**config.mk**
```make
export PLATFORM = sky130hd
export DESIGN_NAME = spi_irq_router
export DESIGN_NICKNAME = d
export VERILOG_FILES = /design/src/rtl/spr_pkg.sv /design/src/rtl/spr_spi_slave.sv /design/src/rtl/spr_byte_fifo.sv /design/src/rtl/spr_cfg_regs.sv /design/src/rtl/spr_irq_mux.sv /design/src/rtl/spi_irq_router.sv
export SDC_FILE = /design/constraint.sdc
export NUM_CORES = 1
export LEC_CHECK = 0
export ABC_AREA = 1
export ABC_CLOCK_PERIOD_IN_PS = 2700
export BUFFER_PORTS_ARGS = -buffer_cell sky130_fd_sc_hd__buf_2
export CORE_AREA = 2 2 124 126
export CTS_BUF_LIST = sky130_fd_sc_hd__clkbuf_2
export DETAILED_ROUTE_END_ITERATION = 8
export DIE_AREA = 0 0 126 128
export GPL_TIMING_DRIVEN = 1
export PLACE_DENSITY = 0.77
export SYNTH_ARGS = -nofsm -noshare
export SYNTH_HDL_FRONTEND = slang
export SYNTH_SLANG_ARGS = --single-unit
```
**constraint.sdc**
```tcl
create_clock -name clk -period 2.7 [get_ports clk]
set_input_delay 0.135 -clock clk [delete_from_list [all_inputs] [get_ports clk]]
set_output_delay 0.135 -clock clk [all_outputs]
set_load 0.02 [all_outputs]
```
**src/rtl/spr_pkg.sv**
```systemverilog
package spr_pkg;

    typedef enum logic [1:0] {
        TGT_NONE = 2'd0,
        TGT_FIFO = 2'd1,
        TGT_CFG  = 2'd2
    } spi_tgt_e;

    localparam int          CFG_REGS   = 2;
    localparam int          CFG_AW     = 5;
    localparam logic [4:0]  REG_ROUTE  = 5'd0;
    localparam logic [4:0]  REG_THR    = 5'd1;
    localparam logic [7:0]  ROUTE_RST  = 8'h00;
    localparam logic [7:0]  THR_RST    = 8'h08;

    // routing byte bits 7..2, in that order
    typedef struct packed {
        logic [1:0] rx0_sel;
        logic [1:0] rx1_sel;
        logic       tx0_sel;
        logic       tx1_sel;
    } route_t;

    typedef struct packed {
        logic wr_byte;
        logic not_empty;
        logic start_det;
        logic tx_thr;
        logic full;
        logic rssi;
        logic rx_thr;
        logic tx_stop;
    } irq_src_t;

    function automatic spi_tgt_e pick_target(input logic cfg_n, input logic fifo_n);
        if (!cfg_n)       return TGT_CFG;
        else if (!fifo_n) return TGT_FIFO;
        else              return TGT_NONE;
    endfunction

    function automatic logic [7:0] reg_reset(input int idx);
        if (idx == int'(REG_THR)) return THR_RST;
        return ROUTE_RST;
    endfunction

endpackage

```
**src/rtl/spr_spi_slave.sv**
```systemverilog
module spr_spi_slave
    import spr_pkg::*;
#(
    parameter int SYNC_STAGES = 2,
    parameter int BW          = 8
) (
    input  logic          clk,
    input  logic          rst,
    input  logic          sclk,
    input  logic          mosi,
    input  logic          sel_fifo_n,
    input  logic          sel_cfg_n,
    input  logic [BW-1:0] load_data,
    output logic          miso,
    output spi_tgt_e      target,
    output logic          at_first,
    output logic          byte_done,
    output logic          byte_first,
    output spi_tgt_e      byte_tgt,
    output logic [BW-1:0] byte_data
);
    localparam int CNTW = $clog2(BW);
    localparam int IX_SCLK = 3;
    localparam int IX_MOSI = 2;
    localparam int IX_FIFO = 1;
    localparam int IX_CFG  = 0;
    localparam logic [3:0] SYNC_IDLE = 4'b0011;

    logic [3:0]      sync_q [SYNC_STAGES];
    logic [3:0]      s;
    logic            sclk_d;
    logic            rise, fall;
    spi_tgt_e        tgt_now, tgt_q;
    logic [CNTW-1:0] bit_cnt;
    logic [BW-2:0]   rx_sh;
    logic [BW-1:0]   tx_sh;
    logic            load_arm, load_req;

    always_ff @(posedge clk) begin
        if (rst) begin
            for (int i = 0; i < SYNC_STAGES; i++) sync_q[i] <= SYNC_IDLE;
        end else begin
            sync_q[0] <= {sclk, mosi, sel_fifo_n, sel_cfg_n};
            for (int i = 1; i < SYNC_STAGES; i++) sync_q[i] <= sync_q[i-1];
        end
    end

    assign s       = sync_q[SYNC_STAGES-1];
    assign rise    = s[IX_SCLK] & ~sclk_d;
    assign fall    = ~s[IX_SCLK] & sclk_d;
    assign tgt_now = pick_target(s[IX_CFG], s[IX_FIFO]);

    always_ff @(posedge clk) begin
        if (rst) begin
            sclk_d     <= 1'b0;
            tgt_q      <= TGT_NONE;
            bit_cnt    <= '0;
            rx_sh      <= '0;
            tx_sh      <= '0;
            at_first   <= 1'b1;
            byte_done  <= 1'b0;
            byte_first <= 1'b0;
            byte_tgt   <= TGT_NONE;
            byte_data  <= '0;
            load_arm   <= 1'b0;
            load_req   <= 1'b0;
        end else begin
            sclk_d    <= s[IX_SCLK];
            tgt_q     <= tgt_now;
            byte_done <= 1'b0;
            load_arm  <= 1'b0;
            load_req  <= load_arm;
            if (tgt_now != tgt_q) begin
                bit_cnt  <= '0;
                at_first <= 1'b1;
                load_arm <= (tgt_now != TGT_NONE);
            end else if (tgt_q != TGT_NONE && rise) begin
                rx_sh <= {rx_sh[BW-3:0], s[IX_MOSI]};
                if (bit_cnt == CNTW'(BW-1)) begin
                    bit_cnt    <= '0;
                    byte_done  <= 1'b1;
                    byte_first <= at_first;
                    byte_tgt   <= tgt_q;
                    byte_data  <= {rx_sh, s[IX_MOSI]};
                    at_first   <= 1'b0;
                    load_arm   <= 1'b1;
                end else begin
                    bit_cnt <= bit_cnt + 1'b1;
                end
            end
            if (load_req) begin
                tx_sh <= load_data;
            end else if (fall && tgt_q != TGT_NONE && bit_cnt != '0) begin
                tx_sh <= {tx_sh[BW-2:0], 1'b0};
            end
        end
    end

    assign miso   = (tgt_q != TGT_NONE) & tx_sh[BW-1];
    assign target = tgt_q;

endmodule

```
**src/rtl/spr_byte_fifo.sv**
```systemverilog
module spr_byte_fifo #(
    parameter int W     = 8,
    parameter int DEPTH = 16,
    parameter int AW    = $clog2(DEPTH),
    parameter int CW    = AW + 1
) (
    input  logic          clk,
    input  logic          rst,
    input  logic          push,
    input  logic [W-1:0]  wdata,
    input  logic          pop,
    output logic [W-1:0]  rdata,
    output logic [CW-1:0] count,
    output logic          full,
    output logic          empty
);
    logic [W-1:0]  mem [DEPTH];
    logic [AW-1:0] wr_ptr, rd_ptr;
    logic          do_push, do_pop;

    assign full    = (count == CW'(DEPTH));
    assign empty   = (count == '0);
    assign do_push = push & ~full;
    assign do_pop  = pop & ~empty;
    assign rdata   = mem[rd_ptr];

    function automatic logic [AW-1:0] step(input logic [AW-1:0] p);
        return (p == AW'(DEPTH-1)) ? '0 : p + 1'b1;
    endfunction

    always_ff @(posedge clk) begin
        if (do_push) mem[wr_ptr] <= wdata;
    end

    always_ff @(posedge clk) begin
        if (rst) begin
            wr_ptr <= '0;
            rd_ptr <= '0;
            count  <= '0;
        end else begin
            if (do_push) wr_ptr <= step(wr_ptr);
            if (do_pop)  rd_ptr <= step(rd_ptr);
            case ({do_push, do_pop})
                2'b10:   count <= count + 1'b1;
                2'b01:   count <= count - 1'b1;
                default: count <= count;
            endcase
        end
    end

endmodule

```
**src/rtl/spr_cfg_regs.sv**
```systemverilog
module spr_cfg_regs
    import spr_pkg::*;
#(
    parameter int NREG = CFG_REGS,
    parameter int AW   = CFG_AW
) (
    input  logic          clk,
    input  logic          rst,
    input  logic          wr_en,
    input  logic [AW-1:0] wr_addr,
    input  logic [7:0]    wr_data,
    input  logic [AW-1:0] rd_addr,
    output logic [7:0]    rd_data,
    output logic [7:0]    route,
    output logic [7:0]    thr
);
    logic [7:0] regs_q [NREG];

    for (genvar g = 0; g < NREG; g++) begin : g_reg
        always_ff @(posedge clk) begin
            if (rst)                                regs_q[g] <= reg_reset(g);
            else if (wr_en && wr_addr == AW'(g))    regs_q[g] <= wr_data;
        end
    end

    always_comb begin
        rd_data = '0;
        for (int i = 0; i < NREG; i++) begin
            if (rd_addr == AW'(i)) rd_data = regs_q[i];
        end
    end

    assign route = regs_q[int'(REG_ROUTE)];
    assign thr   = regs_q[int'(REG_THR)];

endmodule

```
**src/rtl/spr_irq_mux.sv**
```systemverilog
module spr_irq_mux
    import spr_pkg::*;
(
    input  logic     tx_mode,
    input  route_t   sel,
    input  irq_src_t src,
    output logic     irq0,
    output logic     irq1
);
    always_comb begin
        if (tx_mode) begin
            irq0 = sel.tx0_sel ? src.tx_thr  : src.not_empty;
            irq1 = sel.tx1_sel ? src.tx_stop : src.full;
        end else begin
            case (sel.rx0_sel)
                2'b00:   irq0 = 1'b0;
                2'b01:   irq0 = src.wr_byte;
                2'b10:   irq0 = src.not_empty;
                default: irq0 = src.start_det;
            endcase
            case (sel.rx1_sel)
                2'b00:   irq1 = 1'b0;
                2'b01:   irq1 = src.full;
                2'b10:   irq1 = src.rssi;
                default: irq1 = src.rx_thr;
            endcase
        end
    end
endmodule

```
**src/rtl/spi_irq_router.sv**
```systemverilog
module spi_irq_router
    import spr_pkg::*;
#(
    parameter int DEPTH       = 16,
    parameter int SYNC_STAGES = 2
) (
    input  logic       clk,
    input  logic       rst,
    input  logic       spi_sclk,
    input  logic       spi_mosi,
    output logic       spi_miso,
    input  logic       sel_fifo_n,
    input  logic       sel_cfg_n,
    input  logic       tx_mode,
    input  logic       rx_push,
    input  logic [7:0] rx_data,
    input  logic       tx_pop,
    output logic [7:0] tx_data,
    input  logic       start_det,
    input  logic       rssi_irq,
    input  logic       tx_stop,
    output logic       irq0,
    output logic       irq1
);
    localparam int AW = $clog2(DEPTH);
    localparam int CW = AW + 1;

    spi_tgt_e    spi_tgt, byte_tgt;
    logic        at_first, byte_done, byte_first;
    logic [7:0]  byte_data, load_data;

    logic        fifo_push, fifo_pop, fifo_full, fifo_empty;
    logic [7:0]  fifo_wdata, fifo_head;
    logic [CW-1:0] fifo_count;

    logic        cmd_rd, cmd_live;
    logic [CFG_AW-1:0] cmd_addr;
    logic        cfg_done, cfg_we;
    logic [7:0]  cfg_rdata, route_q, thr_q;

    logic        wr_pulse;
    irq_src_t    src;
    route_t      route_sel;

    spr_spi_slave #(.SYNC_STAGES(SYNC_STAGES), .BW(8)) u_spi (
        .clk        (clk),
        .rst        (rst),
        .sclk       (spi_sclk),
        .mosi       (spi_mosi),
        .sel_fifo_n (sel_fifo_n),
        .sel_cfg_n  (sel_cfg_n),
        .load_data  (load_data),
        .miso       (spi_miso),
        .target     (spi_tgt),
        .at_first   (at_first),
        .byte_done  (byte_done),
        .byte_first (byte_first),
        .byte_tgt   (byte_tgt),
        .byte_data  (byte_data)
    );

    // queue direction follows the mode
    logic spi_fifo_done;
    assign spi_fifo_done = byte_done && (byte_tgt == TGT_FIFO);
    assign fifo_push  = tx_mode ? spi_fifo_done : rx_push;
    assign fifo_wdata = tx_mode ? byte_data     : rx_data;
    assign fifo_pop   = tx_mode ? tx_pop        : spi_fifo_done;

    spr_byte_fifo #(.W(8), .DEPTH(DEPTH)) u_fifo (
        .clk   (clk),
        .rst   (rst),
        .push  (fifo_push),
        .wdata (fifo_wdata),
        .pop   (fifo_pop),
        .rdata (fifo_head),
        .count (fifo_count),
        .full  (fifo_full),
        .empty (fifo_empty)
    );

    // settings transaction: command byte then one data byte
    assign cfg_done = byte_done && (byte_tgt == TGT_CFG);
    assign cfg_we   = cfg_done && !byte_first && cmd_live && !cmd_rd;

    always_ff @(posedge clk) begin
        if (rst) begin
            cmd_rd   <= 1'b0;
            cmd_addr <= '0;
            cmd_live <= 1'b0;
        end else if (cfg_done) begin
            if (byte_first) begin
                cmd_rd   <= byte_data[7];
                cmd_addr <= byte_data[CFG_AW-1:0];
                cmd_live <= 1'b1;
            end else begin
                cmd_live <= 1'b0;
            end
        end
    end

    spr_cfg_regs #(.NREG(CFG_REGS), .AW(CFG_AW)) u_cfg (
        .clk     (clk),
        .rst     (rst),
        .wr_en   (cfg_we),
        .wr_addr (cmd_addr),
        .wr_data (byte_data),
        .rd_addr (cmd_addr),
        .rd_data (cfg_rdata),
        .route   (route_q),
        .thr     (thr_q)
    );

    always_comb begin
        case (spi_tgt)
            TGT_FIFO: load_data = (!tx_mode && !fifo_empty) ? fifo_head : 8'h00;
            TGT_CFG:  load_data = (!at_first && cmd_live && cmd_rd) ? cfg_rdata : 8'h00;
            default:  load_data = 8'h00;
        endcase
    end

    always_ff @(posedge clk) begin
        if (rst) wr_pulse <= 1'b0;
        else     wr_pulse <= !tx_mode && rx_push && !fifo_full;
    end

    assign src.wr_byte   = wr_pulse;
    assign src.not_empty = !fifo_empty;
    assign src.start_det = start_det;
    assign src.tx_thr    = {{(8-CW){1'b0}}, fifo_count} <  thr_q;
    assign src.full      = fifo_full;
    assign src.rssi      = rssi_irq;
    assign src.rx_thr    = {{(8-CW){1'b0}}, fifo_count} >= thr_q;
    assign src.tx_stop   = tx_stop;
    assign route_sel     = route_t'(route_q[7:2]);

    spr_irq_mux u_irq (
        .tx_mode (tx_mode),
        .sel     (route_sel),
        .src     (src),
        .irq0    (irq0),
        .irq1    (irq1)
    );

    assign tx_data = (tx_mode && !fifo_empty) ? fifo_head : 8'h00;

endmodule

```
==> results of run 1 <==
## synth_stat cells, drive strengths merged, types with 3 or more instances
| cell type | n |
|---|---|
| or2 | 6 |
| nor4 | 4 |
| dfxtp | 69 |
| nor3 | 3 |
| buf | 23 |
| edfxtp | 144 |
| o22ai | 4 |
| clkbuf | 14 |
| o21ai | 97 |
| nor2 | 62 |
| a21oi | 90 |
| o211ai | 34 |
| nand4 | 8 |
| xor2 | 4 |
| inv | 134 |
| nand2 | 139 |
| ha | 19 |
| nand3 | 65 |
## stage by stage
| stage | std cells | utilization, % | hold WS, ns | worst slack (ns) |
|---|---|---|---|---|
| 3_5_place_dp | 1135 | 65.2 | 0.320 | 0.469 |
| 5_1_grt | 1244 | 70.1 | 0.00340 | 0.00765 |
| 4_1_cts | 1240 | 69.9 | 0.00288 | 0.0330 |
| 6_report | 1244 | 70.1 | 0.0493 | 0.168 |
| 2_1_floorplan | 927 | - | 0.239 | 0.730 |
| 3_3_place_gp | 1135 | 65.2 | 0.318 | 0.525 |
## metal layers
layer	GRT usage (%)	share of wire [%]	vias to the layer above
li1	-	-	3395
met1	33.3	41	3122
met2	43.1	48	265
met3	6.59	8.3	44
met4	9.11	2.4	0
met5	0	0	-
## timing repair
item	CTS	global route
gates resized for setup	1	6
pin swaps	0	0
hold buffers	19	0
endpoints found under the hold margin	165	0
buffers inserted	2	3
setup endpoints to repair	8	5
## power by group through the flow
stage	clock network (uW)	registers (uW)	logic, uW
final	2130	3720	1670
after global routing	2350	3730	1860
after CTS	2150	3730	1600
after detailed placement	0	3840	1480
after global placement	0	3840	1450
after floorplan	0	3690	1190
## worst reg2reg max path, stage by stage, from the launching register on
cell     delay (ns)
dfxtp_1        0.33
inv_1          0.09
nand3_1        0.11
nand2_1        0.08
nand2_1        0.08
nor2_4         0.21
ha_1           0.30
xor2_1         0.22
ha_1           0.17
inv_1          0.04
nand2_2        0.08
nand2_2        0.05
nand2_1        0.06
nand2_1        0.04
nand2_1        0.05
nand2_1        0.05
a21oi_2        0.10
## cell families (layout without fill, tap and decap cells)
logic type | after synthesis | count (layout) | synth area share (%)
AOI/OAI and AO/OA | 230 | 230 | 13.7
xor gates and xnor gates | 5 | 5 | 0.473
adders and majority gates | 19 | 19 | 2.57
buffers and inverters | 172 | 300 | 7.76
DFF | 213 | 213 | 61.6
other | 0 | 1 | 0
and+or+nand+nor | 288 | 288 | 13.9
## flip-flops by register name, indices dropped and copies added, names as in the netlist, 4 cells and up, named ones only
register         cells
cmd_addr             5
u_cfg.regs_q        16
u_fifo.count         5
u_fifo.mem         128
u_fifo.rd_ptr        4
u_fifo.wr_ptr        4
u_spi.byte_data      8
u_spi.rx_sh          7
u_spi.sync_q         8
u_spi.tx_sh          8
## final cells by class
type,instances,area [um2]
sequential,213,5720
fill,1164,4440
multi-input combinational,542,2850
timing repair buffer,81,643
inverter,135,507
clock buffer,71,355
tap,188,235
clock inverter,13,110
antenna,1,2.50
## final timing paths
path,start,endpoint,slack [ns],cells after the start
setup / recovery,u_cfg.regs_q[1][1],irq0,0.17,8
hold / removal,rx_data[1],u_fifo.mem[11][1],0.05,3
setup reg to reg,u_spi.byte_tgt[1],u_fifo.count[4],0.53,16
hold reg to reg,u_spi.sync_q[0][2],u_spi.sync_q[0][6],0.40,2
==> impl_metrics.toml, run 1 <==
[global_routing]
antenna_found_initial = 1
grt_use_total_pct = 25.9
first_global_vias = 6485
overflow = 0
grt_pass1_wl_um = 32500
grt_start_max_net_pins = 38

[logic_synthesis]
yosys_most_used_dff = "edfxtp_1"
yosys.area.top_type = "edfxtp_1"
synth_top_area_share_pct = 46.7
synth_edf_count = 144
syn_avg_cell_area_um2 = 9.99
async_reset_ff_share_pct = 0
syn_inst = 927
synth_cell_type_count = 39
yosysSeqAreaShare_pct = 61.6
synth_area_um2 = 9260
yosys_warnings = 0
synth_nets = 966
synth_area_leaders = "edfxtp_1 47%, dfxtp_1 15%, inv_1 5.4%, nand2_1 5.4%, a21oi_1 4.8%"
synth_seq_cells = 213

[timing]
worst-slew-pin-transition_ns = 0.954
fin_skew_ns = 0.0617
finalHoldViolCount = 0
min_period_ns = 2.53
setup_tns_ns = 0
rsz0062_at_grt = "false"
setup_violations = 0
max_freq_mhz = 395
min_period_over_period_pct = 93.8
maxSlewViolCount = 0
slew_headroom_pct = 36.4

[route]
routed_wl_um = 20700
drt.antenna.violating_nets = 0
vias = 6826
routed_via_density = 5.49
drt_iter0_markers = 558
dr.pass1.iters = 7
drc = 0
post_drt_wl_per_cell_um = 16.7

[flow_run]
drv_cap = 0

[worst_setup_path]
slowest_stage = "edfxtp_1"
end_kind = "output pin"
critPathBufInv = 2
cp_max_fo = 2
start_kind = "flip-flop"
path_cells = "inv_1, ha_1, a21oi_1, o21ai_1, a21oi_1, nor4_1, o32ai_1, buf_2"
critPathRequiredTime_ns = 2.57
worst-setup-path-type = "reg -> out"
crit_path_frequent_cell = "a21oi_1"
cpPeakStageDelay_ns = 0.41
arrival_ns = 2.40
critPathTopFamily = "compound AO/OA/AOI/OAI gates"

[clocking]
clock_latency_ns = 0.82
cts_tree = "yes"
cts_root_buffer = "clkbuf_2"
clockBufferDepth = 3
clock-sinks = 213
clkTransAtPathRegs_ns = 0.10
htreeDepth = 2
cts_buffers = 51

[cells_and_area]
drive_gt1_share_pct = 16.6
design_area_um2 = 10400
area_delta_synth_final_pct = 12.6
final_common_cell = "edfxtp_1"
fin_nets = 1063
mostFrequentLayoutCells = "144 x edfxtp_1, 132 x inv_1, 132 x nand2_1"

[floorplanning]
die_height_um = 128
io_pins = 31
rows = 45
die_area_um2 = 16100
die_w_um = 126
core-area_um2 = 14900
initial_core_util_pct = 62.3

[power]
p_leak_uw = 0.00408
total_power_uw = 7520
p_sw_uw = 2440
combPwrFrac_pct = 22.3
swShare_pct = 32.4
p_seq_share_pct = 49.5
power.density_nw_per_um2 = 721
p_clk_share_pct = 28.3
internal_power_uw = 5080
ir_worst_vdd_v = 0.000540

[worst_hold_path]
hold_class = "in -> reg"

[place]
dpl-instance-area_um2 = 9690
routabilityCongestion = 0.882
io_buffers = 30
dp.final_hpwl_um = 13400

[run_status]
status = "finished clean"
No activity file was read; power rests on OpenSTA's default activity.
==> run 2: changes to the inputs <==
--- a/config.mk
+++ b/config.mk
@@ -8,12 +8,12 @@
 export ABC_AREA = 1
 export ABC_CLOCK_PERIOD_IN_PS = 2700
 export BUFFER_PORTS_ARGS = -buffer_cell sky130_fd_sc_hd__buf_2
-export CORE_AREA = 2 2 124 126
+export CORE_AREA = 2 2 147 149
 export CTS_BUF_LIST = sky130_fd_sc_hd__clkbuf_2
 export DETAILED_ROUTE_END_ITERATION = 8
-export DIE_AREA = 0 0 126 128
+export DIE_AREA = 0 0 149 151
 export GPL_TIMING_DRIVEN = 1
-export PLACE_DENSITY = 0.77
+export PLACE_DENSITY = 0.57
 export SYNTH_ARGS = -nofsm -noshare
 export SYNTH_HDL_FRONTEND = slang
 export SYNTH_SLANG_ARGS = --single-unit
==> run 2 against run 1 <==
Non-clock buffer count is 10 higher. Die area rose by 40%. Clock skew fell by 0.0034 ns. Via count increased by 0.37%. Sequential share of layout area decreased by 1.5 points. Critical path depth grew 1. Worst hold slack improved by 0.36 ns. First-iteration DRC count unchanged. Critical path type unchanged. Critical endpoint is now irq1. Largest cell class unchanged.
==> impl_metrics.toml, run 2 (synthesis results as in run 1) <==
[floorplanning]
rows = 53
die_area_um2 = 22500
core-area_um2 = 20800
initial_core_util_pct = 44.5
die_w_um = 149
io_pins = 31
die_height_um = 151

[cells_and_area]
final_common_cell = "edfxtp_1"
regMostFlops = "u_fifo.mem"
drive_gt1_share_pct = 19.8
seq_area_um2 = 5720
mostFrequentLayoutCells = "144 x edfxtp_1, 130 x nand2_1, 128 x inv_1"
largest_register_ffs = 128
fin_nets = 1075
multiInputGateArea_um2 = 2970
nFillCells = 1998
area_delta_synth_final_pct = 15.9
top_regs = "u_fifo.mem: 128 flops, u_cfg.regs_q: 16 flops"

[timing]
rsz0062_at_grt = "true"
maxSlewViolCount = 0
min_period_ns = 2.53
setup_violations = 0
slew_headroom_pct = 38.2
finalHoldViolCount = 0
setup_tns_ns = 0
worst-slew-pin-transition_ns = 0.927
max_freq_mhz = 396
min_period_over_period_pct = 93.6
fin_skew_ns = 0.0583

[worst_setup_path]
critPathRequiredTime_ns = 2.57
reg2reg_from = "u_fifo.count[2]"
worst-setup-path-type = "reg -> out"
cp_max_fo = 2
arrival_ns = 2.39
cp-startpoint = "u_cfg.regs_q[1][1]"
end_kind = "output pin"
start_kind = "flip-flop"
crit_end = "irq1"
r2r_end = "u_fifo.count[4]"
ff2ff_setup_slack_ns = 0.41
reg2reg_depth = 15

[clocking]
cts_root_buffer = "clkbuf_2"
htreeDepth = 2
cts_buffers = 53
cts_tree = "yes"
clkTransAtPathRegs_ns = 0.09
clockBufferDepth = 3
clock-sinks = 213
clock_latency_ns = 0.80

[power]
power.density_nw_per_um2 = 707
total_power_uw = 7580
ir_worst_vdd_v = 0.000280
p_leak_uw = 0.00416

[route]
met2RoutedLength_um = 10100
drc = 0
vias = 6851
wirelength_met1_um = 10400
routed_via_density = 5.10
top_layer = "met4"
met3WireLength_um = 1060
drt.antenna.violating_nets = 0
routed_wl_um = 22200
dr.pass1.iters = 5
drt_iter0_markers = 558
post_drt_wl_per_cell_um = 16.5

[place]
io_buffers = 30
routabilityCongestion = 0.858
dp.final_hpwl_um = 13900

[global_routing]
grt_start_max_net_pins = 51
antenna_found_initial = 1
grt_pass1_wl_um = 34600
grt_use_total_pct = 20.0
overflow = 0
first_global_vias = 6581

[worst_hold_path]
hold_class = "reg -> reg"

[flow_run]
drv_cap = 0

[run_status]
status = "finished clean"
## run 2: cell count changes in the layout (fill, tap and decap cells not counted), moves of 5 or more
cell,previous run,this run
clkbuf_2,71,85
a21oi_1,87,78
a21oi_2,3,12
buf_4,25,30
clkinv_1,6,1
dlygate4sd3_1,19,24
## run 2: per-stage QoR
step / hold slack, ns / utilization, % / instances / instance area [um2] / setup slack, ns
floorplan: 0.239 / - / 927 / 9260 / 0.730
global placement: 0.320 / 47.0 / 1225 / 9790 / 0.454
detailed placement: 0.320 / 47.0 / 1225 / 9790 / 0.407
CTS: 0.289 / 50.5 / 1338 / 10500 / -0.0154
global route: 0.384 / 51.5 / 1344 / 10700 / -0.0232
finish: 0.405 / 51.5 / 1344 / 10700 / 0.173
## run 2: timing repair
action	4_1_cts	5_1_grt
hold buffers	24	0
pin swaps	0	7
setup endpoints to repair	9	10
setup buffers	2	4
gates cloned	0	1
hold endpoints to repair	155	0
gates resized for setup	5	34
## run 2: cell type report
| type | count | area share [%] |
|---|---|---|
| Sequential cell | 213 | 53.3 |
| Tap cell | 275 | 3.21 |
| Timing Repair Buffer | 91 | 6.99 |
| Clock buffer | 85 | 3.97 |
| Multi-Input combinational cell | 542 | 27.7 |
| Clock inverter | 2 | 0.0700 |
| Antenna cell | 1 | 0.0233 |
| Inverter | 135 | 4.76 |
## run 2: worst min path at each step
| stage | startpoint | end | slack [ns] | cells after the start |
|---|---|---|---|---|
| after floorplan | sel_cfg_n | u_spi.sync_q[0][0] | 0.24 | 1 |
| after global placement | sel_cfg_n | u_spi.sync_q[0][0] | 0.32 | 2 |
| after detailed placement | sel_cfg_n | u_spi.sync_q[0][0] | 0.32 | 2 |
| after CTS | rst | u_spi.target[1] | 0.29 | 4 |
| after global routing | rst | u_spi.sync_q[0][6] | 0.38 | 4 |
| final | u_spi.sync_q[0][2] | u_spi.sync_q[0][6] | 0.41 | 2 |
## run 2: worst max-delay path, cell delays in order, from the launching register on
cell and delay, ns:
edfxtp_1 0.38, inv_2 0.06, ha_4 0.26, a21oi_2 0.06, o21ai_2 0.16, a21oi_2 0.09, o31ai_2 0.27, nand3_1 0.11
nand2_1 0.11, buf_6 0.12
## run 2: where the power goes
group	switching (uW)	leakage [uW]	internal (uW)
Clock	1220	0.000362	805
Sequential	141	0.00190	3570
Combinational	1180	0.00190	671
## run 2: layer usage
| metal | track usage (%) | vias to the layer above |
|---|---|---|
| li1 | - | 3415 |
| met1 | 27.5 | 3223 |
| met2 | 32.0 | 171 |
| met3 | 4.01 | 42 |
| met4 | 6.86 | 0 |
| met5 | 0 | - |
==> run 3: changes to the inputs <==
==> constraint.sdc (replaced) <==
create_clock -name clk -period 2.7 [get_ports clk]
set_input_delay 0.54 -clock clk [delete_from_list [all_inputs] [get_ports clk]]
set_output_delay 0.54 -clock clk [all_outputs]
set_load 0.02 [all_outputs]
==> run 3 against run 2 <==
The run now ends with setup timing left. Global-route usage rose by 0.99 points. Worst setup slack got worse by 0.32 ns. Worst hold slack worse by 0.16 ns. Cell area grew 4.9%. Clock-buffer cell count decreased by 2. Sequential power barely moved.
==> impl_metrics.toml, run 3 (synthesis results as in run 1) <==
[run_status]
status = "finished with violations"
violations = "setup timing"

[clocking]
clock_latency_ns = 0.80
cts_buffers = 54
htreeDepth = 2
cts_root_buffer = "clkbuf_2"
clock-sinks = 213
clockBufferDepth = 3
cts_tree = "yes"
clkTransAtPathRegs_ns = 0.12

[power]
p_seq_share_pct = 44.4
power.density_nw_per_um2 = 741
p_sw_uw = 2790
internal_power_uw = 5540
ir_worst_vdd_v = 0.000363
p_clk_share_pct = 25.1
p_leak_uw = 0.00436
swShare_pct = 33.5
combPwrFrac_pct = 30.5

[worst_setup_path]
ff2ff_setup_slack_ns = 0.50
end_kind = "output pin"
cp-startpoint = "u_cfg.regs_q[1][3]"
reg2reg_from = "u_fifo.count[1]"
arrival_ns = 2.31
r2r_end = "u_fifo.count[4]"
worst-setup-path-type = "reg -> out"
start_kind = "flip-flop"
cp_max_fo = 2
reg2reg_depth = 15
critPathRequiredTime_ns = 2.16

[floorplanning]
die_area_um2 = 22500
die_height_um = 151
core-area_um2 = 20800
rows = 53
initial_core_util_pct = 44.5
io_pins = 31
die_w_um = 149

[global_routing]
first_global_vias = 6746
antenna_found_initial = 1
overflow = 0
grt_use_total_pct = 21.0
grt_start_max_net_pins = 28
grt_pass1_wl_um = 36300

[cells_and_area]
area_delta_synth_final_pct = 21.5
drive_gt1_share_pct = 25.5
final_util_pct = 54.0
largest_register_ffs = 128
regMostFlops = "u_fifo.mem"
final_common_cell = "edfxtp_1"
top_regs = "u_fifo.mem: 128 flops, u_cfg.regs_q: 16 flops"
fin_nets = 1088
mostFrequentLayoutCells = "144 x edfxtp_1, 128 x inv_1, 127 x nand2_1"
fin_cells = 1362

[flow_run]
drv_cap = 0

[timing]
fin_skew_ns = 0.0775
slew_headroom_pct = 60.3
setup_violations = 9
max_freq_mhz = 351
min_period_ns = 2.85
min_period_over_period_pct = 105
timing.final.ws_setup_ns = -0.145
worst-slew-pin-transition_ns = 0.589
rsz0062_at_grt = "true"
maxSlewViolCount = 0
finalHoldViolCount = 0

[route]
drt_iter0_markers = 394
dr.pass1.iters = 5
drc = 0
vias = 7041
post_drt_wl_per_cell_um = 17.3
routed_via_density = 5.17
routed_wl_um = 23500
drt.antenna.violating_nets = 0

[place]
io_buffers = 30
routabilityCongestion = 0.861
dp.final_hpwl_um = 14200
dp.cells = 1232

[worst_hold_path]
hold_end = "u_spi.tx_sh[0]"
hold_class = "in -> reg"
min_from = "rst"
hold_depth = 3
-- run 3: worst max-delay path by stage --
stage                      endpoint  slack [ns]  cells after the start
floorplan           u_fifo.count[4]        0.62                     14
detailed placement  u_fifo.count[4]        0.31                     15
finish                         irq1       -0.15                      9
global placement    u_fifo.count[4]        0.33                     15
CTS                            irq1       -0.26                      9
global route                   irq1       -0.36                      9
-- run 3: metrics by stage --
stage / TNS (ns) / worst slack [ns] / total power [uW] / instance area (um2) / hold WS, ns
floorplan: 0 / 0.619 / 4880 / 9260 / 0.388
global placement: 0 / 0.327 / 5350 / 9860 / 0.391
detailed placement: 0 / 0.313 / 5350 / 9860 / 0.398
CTS: -1.69 / -0.258 / 8090 / 11000 / 0.160
global route: -2.28 / -0.359 / 8820 / 11200 / 0.174
finish: -0.572 / -0.145 / 8330 / 11200 / 0.241
-- run 3: layout make-up --
class / instances / area, um2
inverter: 135 / 510
clock inverter: 10 / 46.3
sequential: 213 / 5720
tap: 275 / 344
fill: 1887 / 9570
antenna: 1 / 2.50
clock buffer: 83 / 415
timing repair buffer: 103 / 1080
multi-input combinational: 542 / 3130
-- run 3: per-layer routing --
| metal | global-route usage, % | wire (um) | part of all wire [%] |
|---|---|---|---|
| met2 | 33.9 | 11000 | 47 |
| met1 | 28.7 | 10800 | 46 |
| met5 | 0 | 0 | 0 |
| met3 | 4.34 | 1300 | 5.5 |
| met4 | 6.62 | 463 | 2.0 |
-- run 3: power by group through the flow --
stage | Combinational (uW) | Clock (uW) | Sequential (uW)
finish | 2540 | 2090 | 3700
global placement | 1560 | 0 | 3790
global route | 2770 | 2330 | 3720
detailed placement | 1570 | 0 | 3790
CTS | 2230 | 2170 | 3700
floorplan | 1190 | 0 | 3690
-- run 3: timing repair --
action	4_1_cts	5_1_grt
endpoints found under the hold margin	5	0
hold buffers	5	0
pin swaps	29	36
setup buffers	15	8
setup endpoints to repair	10	10
resized for setup	95	41
gates cloned	4	5
-- run 3: critical path, stage by stage, from the launching register on --
cell	delay [ns]
edfxtp_1	0.36
inv_2	0.06
ha_4	0.27
nand2_2	0.06
nor4_2	0.27
nor3_1	0.10
o31ai_2	0.09
nand3_1	0.11
nand2_1	0.08
buf_6	0.12
